## src/rtl/pwm_pkg.sv

```systemverilog
package pwm_pkg;

  // Position within a period at sub-tick resolution.
  function automatic logic [31:0] fine_pos(input logic [31:0] tick,
                                           input logic [31:0] sub,
                                           input int          sub_w);
    return (tick << sub_w) | sub;
  endfunction

  // Output level for a fine position against a duty.
  function automatic logic level_at(input logic [31:0] pos,
                                    input logic [31:0] duty);
    return pos < duty;
  endfunction

  // Postscaler next count: wraps once it reaches the programmed last value.
  function automatic logic [31:0] ps_next(input logic [31:0] cnt,
                                          input logic [31:0] last);
    return (cnt >= last) ? 32'd0 : cnt + 32'd1;
  endfunction

endpackage

```

## src/rtl/pwm_timebase.sv

```systemverilog
module pwm_timebase #(
  parameter int TMR_W = 8,
  parameter int SUB_W = 2
) (
  input  logic             clk_i,
  input  logic             rst_ni,
  input  logic             en_i,
  input  logic [TMR_W-1:0] per_i,
  output logic [TMR_W-1:0] tick_o,
  output logic [SUB_W-1:0] sub_o,
  output logic             wrap_o
);
  logic [TMR_W-1:0] tick_q;
  logic [SUB_W-1:0] sub_q;
  logic             sub_last;
  logic             tick_last;

  assign sub_last  = &sub_q;
  assign tick_last = (tick_q >= per_i);
  assign wrap_o    = en_i & sub_last & tick_last;

  always_ff @(posedge clk_i) begin
    if (!rst_ni || !en_i) begin
      tick_q <= '0;
      sub_q  <= '0;
    end else if (sub_last) begin
      sub_q  <= '0;
      tick_q <= tick_last ? '0 : tick_q + 1'b1;
    end else begin
      sub_q  <= sub_q + 1'b1;
    end
  end

  assign tick_o = tick_q;
  assign sub_o  = sub_q;
endmodule

```

## src/rtl/pwm_duty_regs.sv

```systemverilog
module pwm_duty_regs #(
  parameter int TMR_W = 8,
  parameter int SUB_W = 2,
  localparam int DUTY_W = TMR_W + SUB_W
) (
  input  logic              clk_i,
  input  logic              rst_ni,
  input  logic              wr_hi_i,
  input  logic              wr_lo_i,
  input  logic [TMR_W-1:0]  wdata_i,
  input  logic              load_i,
  output logic [DUTY_W-1:0] shadow_o
);
  logic [TMR_W-1:0]  hi_q;
  logic [SUB_W-1:0]  lo_q;
  logic [DUTY_W-1:0] shadow_q;

  always_ff @(posedge clk_i) begin
    if (!rst_ni) begin
      hi_q <= '0;
      lo_q <= '0;
    end else begin
      if (wr_hi_i) hi_q <= wdata_i;
      if (wr_lo_i) lo_q <= wdata_i[SUB_W-1:0];
    end
  end

  // Both parts move together so the compare never sees a mixed value.
  always_ff @(posedge clk_i) begin
    if (!rst_ni)     shadow_q <= '0;
    else if (load_i) shadow_q <= {hi_q, lo_q};
  end

  assign shadow_o = shadow_q;
endmodule

```

## src/rtl/pwm_postscale.sv

```systemverilog
module pwm_postscale #(
  parameter int PS_W = 4
) (
  input  logic            clk_i,
  input  logic            rst_ni,
  input  logic            en_i,
  input  logic            tick_i,
  input  logic [PS_W-1:0] last_i,
  output logic            irq_o
);
  logic [PS_W-1:0] cnt_q;
  logic            irq_q;
  logic            hit;

  assign hit = tick_i && (cnt_q >= last_i);

  always_ff @(posedge clk_i) begin
    if (!rst_ni || !en_i) begin
      cnt_q <= '0;
      irq_q <= 1'b0;
    end else begin
      irq_q <= hit;
      if (tick_i)
        cnt_q <= PS_W'(pwm_pkg::ps_next(32'(cnt_q), 32'(last_i)));
    end
  end

  assign irq_o = irq_q;
endmodule

```

## src/rtl/pwm_split_duty.sv

```systemverilog
module pwm_split_duty #(
  parameter int TMR_W = 8,
  parameter int SUB_W = 2,
  parameter int PS_W  = 4
) (
  input  logic             clk_i,
  input  logic             rst_ni,
  input  logic             en_i,
  input  logic [TMR_W-1:0] per_i,
  input  logic [PS_W-1:0]  post_i,
  input  logic             wr_hi_i,
  input  logic             wr_lo_i,
  input  logic [TMR_W-1:0] wdata_i,
  output logic             pwm_o,
  output logic             irq_o,
  output logic [TMR_W-1:0] tmr_o
);
  localparam int DUTY_W = TMR_W + SUB_W;

  logic [TMR_W-1:0]  tick_w;
  logic [SUB_W-1:0]  sub_w;
  logic              wrap_w;
  logic              load_w;
  logic [DUTY_W-1:0] shadow_w;
  logic [DUTY_W-1:0] fine_w;

  pwm_timebase #(.TMR_W(TMR_W), .SUB_W(SUB_W)) u_tb (
    .clk_i  (clk_i),
    .rst_ni (rst_ni),
    .en_i   (en_i),
    .per_i  (per_i),
    .tick_o (tick_w),
    .sub_o  (sub_w),
    .wrap_o (wrap_w)
  );

  // Shadow follows the staged value while idle, else only at a period end.
  assign load_w = wrap_w | ~en_i;

  pwm_duty_regs #(.TMR_W(TMR_W), .SUB_W(SUB_W)) u_duty (
    .clk_i    (clk_i),
    .rst_ni   (rst_ni),
    .wr_hi_i  (wr_hi_i),
    .wr_lo_i  (wr_lo_i),
    .wdata_i  (wdata_i),
    .load_i   (load_w),
    .shadow_o (shadow_w)
  );

  pwm_postscale #(.PS_W(PS_W)) u_ps (
    .clk_i  (clk_i),
    .rst_ni (rst_ni),
    .en_i   (en_i),
    .tick_i (wrap_w),
    .last_i (post_i),
    .irq_o  (irq_o)
  );

  assign fine_w = DUTY_W'(pwm_pkg::fine_pos(32'(tick_w), 32'(sub_w), SUB_W));
  assign pwm_o  = en_i & pwm_pkg::level_at(32'(fine_w), 32'(shadow_w));
  assign tmr_o  = tick_w;
endmodule

```

## config.mk

```make
export PLATFORM = sky130hd
export DESIGN_NAME = pwm_split_duty
export DESIGN_NICKNAME = d
export VERILOG_FILES = /design/src/rtl/pwm_pkg.sv /design/src/rtl/pwm_timebase.sv /design/src/rtl/pwm_duty_regs.sv /design/src/rtl/pwm_postscale.sv /design/src/rtl/pwm_split_duty.sv
export SDC_FILE = /design/constraint.sdc
export NUM_CORES = 1
export LEC_CHECK = 0
export ABC_AREA = 0
export BUFFER_PORTS_ARGS = -buffer_cell sky130_fd_sc_hd__buf_2
export CORE_AREA = 5 5 67 69
export DETAILED_ROUTE_END_ITERATION = 8
export DIE_AREA = 0 0 72 74
export PLACE_DENSITY = 0.77
export SKIP_LAST_GASP = 1
export SLEW_MARGIN = 20
export SYNTH_ARGS = -nofsm -noshare
export SYNTH_HDL_FRONTEND = slang
export SYNTH_SLANG_ARGS = --single-unit
export TNS_END_PERCENT = 1
```

## constraint.sdc

```tcl
create_clock -name clk_i -period 2.55 [get_ports clk_i]
set_input_delay 0.1275 -clock clk_i [delete_from_list [all_inputs] [get_ports clk_i]]
set_output_delay 0.1275 -clock clk_i [all_outputs]
set_load 0.01 [all_outputs]
```

; Yosys cells after proc, flatten, opt, wreduce, memory -nomap -nowiden
; Index checks and enable logic that the tools add are counted.
[op_classes]
add_sub_neg = 3
n_reduce_logical = 6
bitwise = 6
n_lt_le_gt_ge = 4
muxes = 2
[ops]
columns = cell, count
row1 = less-than comparator 10 bit, 1
row2 = OR 10 x 2 -> 10 bit, 1
row3 = adder 8 x 1 -> 8 bit (second input constant), 1
row4 = greater-or-equal comparator 4 bit, 2
row5 = greater-or-equal comparator 8 bit, 1
row6 = 2-to-1 mux 8 bit, 1
row7 = adder 4 x 1 -> 4 bit (second input constant), 1
row8 = 2-to-1 mux 4 bit, 1
row9 = bitwise AND 1 bit, 3
row10 = adder 2 x 1 -> 2 bit (second input constant), 1
row11 = zero test 1 bit, 2
row12 = AND reduction 2 bit, 1
row13 = OR reduction 2 bit, 1
row14 = logical AND 1 bit, 1
row15 = logical OR 1 bit, 1
row16 = NOT 1 bit, 1
row17 = OR 1 bit, 1
[totals]
inputBits = 25
out_inout_bits = 10
word_cells = 28
reg_bits = 35

; Logic depth before layout (Yosys ltp)
[depth]
ltp_word = 4
ltp_mapped = 8

; Cells and area by module
; From an unflattened synthesis, not the netlist that was laid out.
[hier_totals]
hier_cells = 210
hier_area_um2 = 2082.0
[modules_own_cells]
columns = mod, seq_area_each_um2, instances, area_each_um2, cells_each
row1 = pwm_duty_regs, 400.4, 1, 755.7, 64
row2 = pwm_timebase, 200.2, 1, 732.0, 76
row3 = pwm_postscale, 100.1, 1, 350.3, 37
row4 = pwm_split_duty, 0.0, 1, 244.0, 33

; Least setup slack after synthesis
; OpenSTA, ideal clock, no wires.
[synth_path]
path_type = reg2reg
startpoint = register u_tb.tick_q[0] (netlist: u_tb.tick_o[0])
endpoint = register u_duty.shadow_q[0] (netlist: u_duty.shadow_o[0])
arrival_ps = 1974
path_buffers = 1
period_less_slack_ps = 2090
slack_ps = 460
required_time_ps = 2434
stages_incl_launch_ff = 9
setup_time_ps = 116
cell_sequence = dfxtp_1 > inv_1 > ha_1 > nand2b_4 > a2111o_1 > a32oi_4 > and2_4 > buf_12 > o21ai_2
[synth_between]
elab_chain_len = 3
[synth_rtl]
columns = item, line
row1 = from (decl), pwm_timebase.sv:13  ; logic [TMR_W-1:0] tick_q;
row2 = from (signal assigned), pwm_timebase.sv:28  ; tick_q <= tick_last ? '0 : tick_q + 1'b1;
row3 = greater-or-equal comparator 8 bit, pwm_timebase.sv:19  ; assign tick_last = (tick_q >= per_i);
row4 = bitwise AND 1 bit, pwm_timebase.sv:20  ; assign wrap_o = en_i & sub_last & tick_last;
row5 = OR 1 bit, pwm_split_duty.sv:38  ; assign load_w = wrap_w | ~en_i;
row6 = to (signal assigned), pwm_duty_regs.sv:31  ; else if (load_i) shadow_q <= {hi_q, lo_q};
row7 = to (decl), pwm_duty_regs.sv:16  ; logic [DUTY_W-1:0] shadow_q;
; No other way between the ends.
; A chain may end at the register's enable or synchronous reset.

; Worst setup path in the final report
[layout_path]
startpoint = register u_tb.tick_q[3] (netlist: u_tb.tick_o[3])
endpoint = output port pwm_o
[layout_between]
elab_chain_len = 3
[layout_rtl]
columns = item, line
row1 = OR 10 x 2 -> 10 bit, pwm_pkg.sv:7  ; return (tick << sub_w) | sub;
row2 = less-than comparator 10 bit, pwm_pkg.sv:13  ; return pos < duty;
row3 = bitwise AND 1 bit, pwm_split_duty.sv:60  ; assign pwm_o = en_i & pwm_pkg::level_at(32'(fine_w), 32'(shadow_w));
row4 = to (decl), pwm_split_duty.sv:14  ; output logic pwm_o,
; No other way between the ends.

==> flow_summary.json <==
{
  "initial_core_util_pct": 53.0,
  "cts_buffer_depth": 2,
  "final_cells": 304,
  "hold_viol": 0,
  "hold_slack_ps": 90.4,
  "htree_levels": 2,
  "cts_buffers": 5,
  "critical_path_arrival_ps": 2160,
  "grtUsageTotal_pct": 15.0,
  "syn_area_um2": 2040,
  "power_frac_comb_pct": 9.8,
  "irDropWorstVdd_mv": 0.378,
  "final_util_pct": 58.5,
  "ctsResizeCount": 0,
  "setup_viol": 0,
  "reg2reg_depth": 7,
  "switching_share_pct": 25.6,
  "overflow": 0,
  "nets": 302,
  "slew_headroom_pct": 60.9,
  "synth_fp_nets": 276,
  "internal_power_uw": 802,
  "worst_slew_pin_slew_ps": 580,
  "grt_pass1_vias": 1557,
  "clk_latency_ps": 290,
  "skew_ps": 1.83,
  "core_um2": 3860,
  "power.share.sequential_pct": 53.0,
  "switchingPower_uw": 276,
  "mostFrequentLayoutCell": "dfxtp_1",
  "drv_cap": 0,
  "synth_cell_types": 40,
  "hp-start": "wdata_i[3]",
  "die_w_um": 72,
  "gp_congestion": 0.764,
  "yosysSeqAreaShare_pct": 34.3,
  "period_needed_ps": 2290,
  "ys_ff_latch": 35,
  "tns_ps": 0,
  "drive_gt1_share_pct": 22.4,
  "placed_cells": 296,
  "crit_path_end_kind": "output port",
  "tritoncts": "built",
  "p_clk_share_pct": 37.1,
  "netlist_instances": 227,
  "r2r_slack_ps": 320,
  "totalWireLength_mm": 3.60,
  "grt_setup_unrepaired": "no",
  "crit_type": "reg2out",
  "synth_warnings": 0,
  "antenna_found_initial": 0,
  "cp.required_ps": 2420,
  "whs_endpoint": "u_duty.hi_q[3]",
  "start_kind": "register",
  "die_h_um": 74,
  "dpl_cell_area_um2": 2170,
  "clockRootBuffer": "clkbuf_8",
  "vias_per_cell": 5.17,
  "status": "completed",
  "io_buffers": 34,
  "fin_area_um2": 2260,
  "routedWlPerCell_um": 11.8,
  "drt_iter0_drc": 70,
  "p_leak_uw": 0.00101,
  "regArea_um2": 701,
  "fill_cells": 391,
  "synth_area_leaders": "dfxtp_1, ha_1, mux2i_1",
  "finalCritPeriodShare_pct": 89.7,
  "holdPathStages": 3,
  "area_growth_pct": 10.5,
  "num_vias": 1572,
  "fmax_mhz": 437,
  "synth.avg_cell_area_um2": 9.00,
  "holdBufCountCts": 0,
  "reg2reg_to": "u_duty.shadow_o[9]",
  "synth_top_area_share_pct": 34.3,
  "post-dp-hpwl_mm": 2.77,
  "rows": 23,
  "drtPass1Iterations": 4,
  "drc": 0,
  "power_density_nw_per_um2": 478,
  "grt_pass1_wl_mm": 6.38,
  "io_pins": 35,
  "r2r-start": "u_tb.tick_o[0]",
  "diodes": 0,
  "layout_common_cells": "dfxtp_1, buf_2, inv_1, ha_1, nand2_1",
  "die_area_um2": 5330,
  "cts_setup_buffers": 0,
  "grt_max_degree": 33,
  "yosysTopAreaCell": "dfxtp_1",
  "hp-class": "in2reg",
  "clk_pin_slew_ps": 70,
  "multiInputGateArea_um2": 1140,
  "maxSlewViolCount": 0,
  "ant_nets": 0,
  "clock-sinks": 35,
  "worst-path-max-fanout": 6
}
==> metal layers <==
metal | vias up | part of all wire, % | global-route usage (%)
li1 | 828 | - | -
met1 | 703 | 46 | 17.5
met2 | 36 | 46 | 26.0
met3 | 5 | 6.1 | 4.73
met4 | 0 | 1.6 | 5.64
met5 | - | 0 | 0
==> synthesized netlist by cell type (all sizes together) <==
library cell and n:
a31oi 1, o2bb2ai 1, nand2b 4, a2111oi 1
a2111o 1, ha 24, a311oi 2, nand4b 2
buf 11, inv 24, nand3 4, clkbuf 5
xor2 3, o21a 2, a32o 1, mux2i 10
nor3 4, a211oi 1, a21o 2, nor2 9
a32oi 1, nand4 12, nor3b 1, o2111ai 1
nor2b 10, a21oi 10, xnor2 2, and3 1
dfxtp 35, o21ai 16, nand2 22, and2 3
o21bai 1
==> state kept, by name, indices dropped and copies added, names as in the netlist <==
| register | cells |
|---|---|
| u_duty.hi_q | 8 |
| u_duty.lo_q | 2 |
| u_duty.shadow_o | 10 |
| u_ps.cnt_q | 4 |
| u_ps.irq_o | 1 |
| u_tb.sub_o | 2 |
| u_tb.tick_o | 8 |
==> critical path, stage by stage, from the launching register on <==
cell	delay (ps)
dfxtp_1	440
ha_1	280
a21o_1	180
a2111oi_0	350
o21ai_0	170
a311oi_1	280
buf_2	170
==> power by group through the flow <==
stage / registers [µW] / logic [µW] / clock network (µW)
floorplan: 581 / 77.5 / 0
global placement: 583 / 104 / 0
detailed placement: 584 / 107 / 0
CTS: 572 / 108 / 411
global route: 574 / 121 / 437
finish: 572 / 106 / 400
==> logic make-up after synthesis <==
| family | synth area share [%] |
|---|---|
| adder cells (fa/ha/maj) | 14.7 |
| buffers and inverters | 10.0 |
| AND/OR/NAND/NOR | 18.6 |
| flip-flops | 34.3 |
| XOR/XNOR | 2.14 |
| multiplexers | 4.90 |
| AO/OA/AOI/OAI | 15.3 |
==> metrics by stage <==
| step | setup WS, ps | power [µW] |
|---|---|---|
| finish | 264 | 1080 |
| floorplan | 460 | 659 |
| global route | 136 | 1130 |
| CTS | 224 | 1090 |
| global placement | 389 | 687 |
| detailed placement | 331 | 692 |
==> cell type report <==
class	instances	area share (%)
Clock inverter	3	0.887
Multi-Input combinational cell	152	50.4
Inverter	24	3.99
Timing Repair Buffer	35	7.88
Tap cell	50	2.77
Clock buffer	5	3.05
Sequential cell	35	31.1
==> worst max-delay path by stage <==
stage	start	to	slack (ps)
after global placement	u_tb.tick_o[0]	u_duty.shadow_o[8]	390
after detailed placement	u_tb.tick_o[0]	u_duty.shadow_o[4]	330
after floorplan	u_tb.tick_o[0]	u_duty.shadow_o[0]	460
after CTS	u_tb.tick_o[3]	pwm_o	220
final	u_tb.tick_o[3]	pwm_o	260
after global routing	u_tb.tick_o[3]	pwm_o	140
(Power assumes the default switching activity.)
